### src/rtl/irq_ctrl_pkg.sv
package irq_ctrl_pkg;
  typedef enum logic [2:0] {
    SEL_CAUSE  = 3'd0,
    SEL_SET    = 3'd1,
    SEL_MASK   = 3'd2,
    SEL_UNMASK = 3'd3,
    SEL_ABORT  = 3'd4,
    SEL_CTRL   = 3'd5
  } reg_sel_e;

  localparam int CTRL_W    = 2;
  localparam int CTRL_COR  = 0;
  localparam int CTRL_AUTO = 1;
endpackage

### src/rtl/irq_grp_decode.sv
module irq_grp_decode #(
  parameter int N_GROUPS = 4,
  parameter int GRP_W    = 2
) (
  input  logic             wr_i,
  input  logic             rd_i,
  input  logic [GRP_W-1:0] grp_i,
  output logic [N_GROUPS-1:0] wr_o,
  output logic [N_GROUPS-1:0] rd_o
);
  for (genvar g = 0; g < N_GROUPS; g++) begin : g_dec
    assign wr_o[g] = wr_i && (grp_i == GRP_W'(g));
    assign rd_o[g] = rd_i && (grp_i == GRP_W'(g));
  end
endmodule

### src/rtl/irq_group.sv
module irq_group
  import irq_ctrl_pkg::*;
#(
  parameter int WIDTH = 32
) (
  input  logic              clk_i,
  input  logic              rst_ni,
  input  logic              wr_i,
  input  logic              rd_i,
  input  reg_sel_e          sel_i,
  input  logic [WIDTH-1:0]  wdata_i,
  input  logic [WIDTH-1:0]  evt_i,
  output logic [WIDTH-1:0]  cause_o,
  output logic [WIDTH-1:0]  mask_o,
  output logic [WIDTH-1:0]  abmask_o,
  output logic [CTRL_W-1:0] ctrl_o,
  output logic              irq_o,
  output logic              abort_o
);
  logic [WIDTH-1:0]  cause_q, mask_q, abmask_q;
  logic [CTRL_W-1:0] ctrl_q;
  logic [WIDTH-1:0]  sw_clr, cor_clr, sw_set, pend, auto_set;
  logic [WIDTH-1:0]  cause_d, mask_base, mask_d;
  logic              irq_q, abort_q;

  always_comb begin
    sw_clr   = (wr_i && sel_i == SEL_CAUSE) ? wdata_i : '0;
    cor_clr  = (rd_i && sel_i == SEL_CAUSE && ctrl_q[CTRL_COR]) ? cause_q : '0;
    sw_set   = (wr_i && sel_i == SEL_SET) ? wdata_i : '0;
    // events and sets override clears so no event is dropped
    cause_d  = (cause_q & ~(sw_clr | cor_clr)) | sw_set | evt_i;
    pend     = cause_q & ~mask_q;
    auto_set = ctrl_q[CTRL_AUTO] ? pend : '0;
    if (wr_i && sel_i == SEL_MASK)        mask_base = wdata_i;
    else if (wr_i && sel_i == SEL_UNMASK) mask_base = mask_q & ~wdata_i;
    else                                  mask_base = mask_q;
    mask_d   = mask_base | auto_set;
  end

  always_ff @(posedge clk_i or negedge rst_ni) begin
    if (!rst_ni) begin
      cause_q  <= '0;
      mask_q   <= '1;
      abmask_q <= '1;
      ctrl_q   <= '0;
      irq_q    <= 1'b0;
      abort_q  <= 1'b0;
    end else begin
      cause_q <= cause_d;
      mask_q  <= mask_d;
      if (wr_i && sel_i == SEL_ABORT) abmask_q <= wdata_i;
      if (wr_i && sel_i == SEL_CTRL)  ctrl_q   <= wdata_i[CTRL_W-1:0];
      irq_q   <= |pend;
      abort_q <= |(cause_q & ~abmask_q);
    end
  end

  assign cause_o  = cause_q;
  assign mask_o   = mask_q;
  assign abmask_o = abmask_q;
  assign ctrl_o   = ctrl_q;
  assign irq_o    = irq_q;
  assign abort_o  = abort_q;
endmodule

### src/rtl/irq_read_mux.sv
module irq_read_mux
  import irq_ctrl_pkg::*;
#(
  parameter int N_GROUPS = 4,
  parameter int WIDTH    = 32,
  parameter int GRP_W    = 2
) (
  input  logic                              rd_i,
  input  logic [GRP_W-1:0]                  grp_i,
  input  reg_sel_e                          sel_i,
  input  logic [N_GROUPS-1:0][WIDTH-1:0]    cause_i,
  input  logic [N_GROUPS-1:0][WIDTH-1:0]    mask_i,
  input  logic [N_GROUPS-1:0][WIDTH-1:0]    abmask_i,
  input  logic [N_GROUPS-1:0][CTRL_W-1:0]   ctrl_i,
  output logic [WIDTH-1:0]                  rdata_o
);
  logic [WIDTH-1:0]  cause_s, mask_s, abmask_s;
  logic [CTRL_W-1:0] ctrl_s;

  always_comb begin
    cause_s  = '0;
    mask_s   = '0;
    abmask_s = '0;
    ctrl_s   = '0;
    for (int g = 0; g < N_GROUPS; g++) begin
      if (grp_i == GRP_W'(g)) begin
        cause_s  = cause_i[g];
        mask_s   = mask_i[g];
        abmask_s = abmask_i[g];
        ctrl_s   = ctrl_i[g];
      end
    end
    rdata_o = '0;
    if (rd_i) begin
      case (sel_i)
        SEL_CAUSE, SEL_SET:  rdata_o = cause_s;
        SEL_MASK, SEL_UNMASK: rdata_o = mask_s;
        SEL_ABORT:           rdata_o = abmask_s;
        SEL_CTRL:            rdata_o = WIDTH'(ctrl_s);
        default:             rdata_o = '0;
      endcase
    end
  end
endmodule

### src/rtl/irq_group_ctrl.sv
module irq_group_ctrl
  import irq_ctrl_pkg::*;
#(
  parameter int N_GROUPS = 4,
  parameter int WIDTH    = 32,
  parameter int GRP_W    = (N_GROUPS > 1) ? $clog2(N_GROUPS) : 1
) (
  input  logic                      clk_i,
  input  logic                      rst_ni,
  input  logic                      reg_wr_i,
  input  logic                      reg_rd_i,
  input  logic [GRP_W-1:0]          reg_grp_i,
  input  logic [2:0]                reg_sel_i,
  input  logic [WIDTH-1:0]          reg_wdata_i,
  output logic [WIDTH-1:0]          reg_rdata_o,
  input  logic [N_GROUPS*WIDTH-1:0] evt_i,
  output logic [N_GROUPS-1:0]       irq_o,
  output logic [N_GROUPS-1:0]       abort_o
);
  reg_sel_e                          sel;
  logic [N_GROUPS-1:0]               wr_g, rd_g;
  logic [N_GROUPS-1:0][WIDTH-1:0]    cause_a, mask_a, abmask_a;
  logic [N_GROUPS-1:0][CTRL_W-1:0]   ctrl_a;

  assign sel = reg_sel_e'(reg_sel_i);

  irq_grp_decode #(.N_GROUPS(N_GROUPS), .GRP_W(GRP_W)) i_dec (
    .wr_i  (reg_wr_i),
    .rd_i  (reg_rd_i),
    .grp_i (reg_grp_i),
    .wr_o  (wr_g),
    .rd_o  (rd_g)
  );

  for (genvar g = 0; g < N_GROUPS; g++) begin : g_grp
    irq_group #(.WIDTH(WIDTH)) i_grp (
      .clk_i    (clk_i),
      .rst_ni   (rst_ni),
      .wr_i     (wr_g[g]),
      .rd_i     (rd_g[g]),
      .sel_i    (sel),
      .wdata_i  (reg_wdata_i),
      .evt_i    (evt_i[g*WIDTH +: WIDTH]),
      .cause_o  (cause_a[g]),
      .mask_o   (mask_a[g]),
      .abmask_o (abmask_a[g]),
      .ctrl_o   (ctrl_a[g]),
      .irq_o    (irq_o[g]),
      .abort_o  (abort_o[g])
    );
  end

  irq_read_mux #(.N_GROUPS(N_GROUPS), .WIDTH(WIDTH), .GRP_W(GRP_W)) i_rmux (
    .rd_i     (reg_rd_i),
    .grp_i    (reg_grp_i),
    .sel_i    (sel),
    .cause_i  (cause_a),
    .mask_i   (mask_a),
    .abmask_i (abmask_a),
    .ctrl_i   (ctrl_a),
    .rdata_o  (reg_rdata_o)
  );
endmodule

### config.mk
export PLATFORM = sky130hd
export DESIGN_NAME = irq_group_ctrl
export DESIGN_NICKNAME = d
export VERILOG_FILES = /design/src/rtl/irq_ctrl_pkg.sv /design/src/rtl/irq_grp_decode.sv /design/src/rtl/irq_group.sv /design/src/rtl/irq_read_mux.sv /design/src/rtl/irq_group_ctrl.sv
export SDC_FILE = /design/constraint.sdc
export NUM_CORES = 1
export LEC_CHECK = 0
export CORE_MARGIN = 4
export CORE_UTILIZATION = 37
export DETAILED_ROUTE_END_ITERATION = 7
export SLEW_MARGIN = 25
export SYNTH_ARGS = -nofsm -noshare
export SYNTH_HDL_FRONTEND = slang
export SYNTH_SLANG_ARGS = --single-unit
### constraint.sdc
create_clock -name clk_i -period 4.8 [get_ports clk_i]
set_input_delay 1.2 -clock clk_i [delete_from_list [all_inputs] [get_ports clk_i]]
set_output_delay 1.2 -clock clk_i [all_outputs]
set_load 0.05 [all_outputs]
==> flow_summary_export.csv <==
group,metric,value,unit
run_status,status,"complete, no violations",
critical_path,crit_required,3600,ps
synth,seq_area_frac_synth,45.6,%
sta,finalSetupViolations,0,
synth,synth_edf_count,0,
synth,yosys.cell_types.count,53,
routing,wl,105000,microns
critical_path,crit_path_max_incr_delay,420,ps
floorplan,start_util,37.4,%
sta,tightest_slew,1190,ps
layout,fin_nets,2345,
pwr,power_density,449,nW/um^2
clock_network,cts_resized,0,
critical_path,rrSetupSlack,2280,ps
grt,grt_overflow_total,0,
grt,grt.total_usage,31.1,%
clock_network,insertion_delay,590,ps
routing,drt_iter0_drc,2346,
clock_network,cts_max_level,2,
critical_path,startpoint_type,"primary input",
synth,syn-num-nets,2230,
sta,whs,511,ps
min_path,hold_depth,2,
pwr,leakage,0.0104,uW
sta,max_slew_margin,19.7,%
min_path,holdCritStartpoint,"g_grp[0].i_grp.abmask_o[3]$_DFFE_PN1P_",
layout,multi_input_comb_area,10800,sq um
critical_path,reg2reg_from,"g_grp[0].i_grp.mask_o[30]$_DFF_PN1_",
floorplan,core,60500,sq um
grt,grt_pass1_vias,19999,
critical_path,setup.worst_path.end_class,"output pin",
placement,gp_congestion,1.05,
placement,dp.cells,2909,
layout,n_fill_cell,5646,
floorplan,row_count,90,
floorplan,io_pins,209,
routing,first_pass_iters,6,
synth,synth_area,22600,sq um
pwr,peakVddDrop,0.284,mV
flow_run,maxCapViolations,0,
placement,io_buffers,208,
routing,wl_per_cell,35.1,microns
min_path,hold_end,"g_grp[0].i_grp.abmask_o[3]$_DFFE_PN1P_",
floorplan,die_area,65200,sq um
critical_path,worstPathArrival,3180,ps
clock_network,root_buffer,"clkbuf_16",
routing,num_vias,20097,
critical_path,worstReg2RegEnd,"g_grp[0].i_grp.irq_o$_DFF_PN0_",
synth,synthFlopType,"dfstp_2",
min_path,min_path_type,"flop to flop",
clock_network,clk_pin_slew,60,ps
sta,max_freq,228,MHz
sta,finalWorstPathRequiredPeriod,4380,ps
grt,antenna_found_initial,5,
sta,tns,0,ps
clock_network,tritoncts,"done",
placement,dpl.hpwl,76100,microns
synth,synth_area_per_cell,11.0,sq um
synth,yosysWarnings,0,
critical_path,worstPathCellList,"buf_6, buf_12, buf_4, mux2i_1, a22oi_1, o211ai_1, nand2_1, buf_4",
sta,finalCritPeriodShare,91.3,%
sta,setup_ws,417,ps
placement,dp_slack,478,ps
critical_path,reg2reg_depth,4,
grt,grt_pass1_wl,149000,microns
synth,synthArstFlopShare,100,%
clock_network,clockBufferDepth,3,
layout,drive_gt1_share,33.7,%
synth,synth_cells,2061,
grt,grt_max_degree,87,
clock_network,cts_buffers,47,
sta,rsz0062_at_grt,"no",
routing,avgViaCountPerCell,6.71,
clock_network,cts_setup_buffers,0,
critical_path,cpMostUsedCell,"buf_4",
layout,ff_latch_area,10300,sq um
layout,fin_cells,2995,
clock_network,cts.sinks,400,
floorplan,die_y,255,microns
routing,postRouteAntennaNets,0,
clock_network,postCtsHoldBufs,0,
layout,antenna_cells,0,
layout,fin_util,45.0,%
critical_path,criticalPathCategory,"primary input to output pin",
critical_path,path_max_fanout,37,
critical_path,slowest_stage,"buf_6",
synth,ys_ff_latch,400,
layout,area_growth,20.2,%
sta,finalClockSkew,15.9,ps
sta,hold_violations,0,
sta,drv_slew,0,
floorplan,die_x,255,microns
routing,route.detailed.drc,0,
[power breakdown]
part           switching, uW  total [uW]  internal, uW  leakage [uW]
Sequential               686        5220          4540       0.00398
Clock                   1520        3690          2180      0.000773
Combinational           1810        3290          1480       0.00563
[registers in the layout, summed over array words and instances (netlist names)]
name	cells
g_grp.i_grp.cause_o	128
g_grp.i_grp.abmask_o	128
g_grp.i_grp.ctrl_o	8
g_grp.i_grp.irq_o	4
g_grp.i_grp.mask_o	128
g_grp.i_grp.abort_o	4
[worst max path at each step]
stage | startpoint | endpoint | slack [ps] | cells after the start
CTS | reg_grp_i[0] | reg_rdata_o[27] | 470 | 8
floorplan | reg_grp_i[0] | reg_rdata_o[17] | 810 | 6
global placement | reg_grp_i[0] | reg_rdata_o[27] | 490 | 8
detailed placement | reg_grp_i[0] | reg_rdata_o[27] | 480 | 8
finish | reg_grp_i[0] | reg_rdata_o[27] | 420 | 8
global route | reg_grp_i[0] | reg_rdata_o[27] | 370 | 8
[routing by layer]
layer / global-route usage (%) / routed length (microns)
met5: 0 / 58
met4: 15.2 / 5960
met3: 8.01 / 10800
met2: 47.7 / 46700
met1: 41.2 / 41600
[placed cells by master, fill, tap and decap left out, types with 28 or more instances in the layout]
cell type	instances
nand3_1	32
o2bb2ai_1	62
inv_1	142
a22oi_1	31
a221o_1	128
nor2_1	43
mux2i_1	29
clkdlybuf4s50_1	173
dfrtp_1	144
mux4_2	84
o22ai_1	82
buf_12	35
nor4_1	29
a22o_1	32
buf_4	73
nand2_1	170
nand2b_1	62
clkbuf_16	50
a31o_2	93
o32ai_1	32
dfstp_2	256
a21oi_1	129
a31o_1	28
mux2_2	103
[area by class of cell]
| type | count | share of cell area (%) |
|---|---|---|
| Clock buffer | 75 | 5.35 |
| Clock inverter | 11 | 0.382 |
| Inverter | 142 | 1.96 |
| Multi-Input combinational cell | 1302 | 39.7 |
| Sequential cell | 400 | 38.0 |
| Tap cell | 782 | 3.60 |
| Timing Repair Buffer | 283 | 11.1 |
[critical path: cells and delay by family]
family	cells	cell delay [ps]
AOI/OAI and AO/OA	2	230
buffers and inverters	4	1210
muxes	1	340
and+or+nand+nor	1	100
[cells in the mapped netlist, types with 19 or more instances]
library cell / instances / area [sq um]
nor4_1: 32 / 200
a22oi_1: 31 / 233
inv_1: 142 / 533
a31o_2: 93 / 815
nand2_1: 170 / 638
nand2b_1: 63 / 394
o22ai_1: 82 / 513
nand3_1: 32 / 160
a31o_1: 28 / 245
o32ai_1: 32 / 280
dfrtp_1: 144 / 3600
o2bb2ai_1: 62 / 543
mux4_2: 84 / 1890
nand4_1: 21 / 131
a21oi_1: 129 / 646
buf_4: 19 / 143
mux2i_1: 29 / 290
a22o_1: 32 / 280
mux2_1: 21 / 236
nor2_1: 54 / 203
buf_2: 60 / 300
mux2_2: 103 / 1160
dfstp_2: 256 / 6730
clkbuf_1: 113 / 424
a221o_1: 128 / 1280
[logic make-up after synthesis]
logic type | after synthesis | share of synthesized area [%]
AOI/OAI and AO/OA | 656 | 22.5
and+or+nand+nor | 409 | 8.98
DFF | 400 | 45.6
buffers and inverters | 359 | 7.10
muxes | 237 | 15.8
[metrics by stage]
step / total power (uW) / instance area (sq um)
after global placement: 8350 / 25600
after CTS: 12100 / 27200
after floorplan: 6920 / 22600
final: 12200 / 27200
after detailed placement: 8430 / 25600
after global routing: 12600 / 27200
Note: power is estimated with default switching activity, not from simulation.
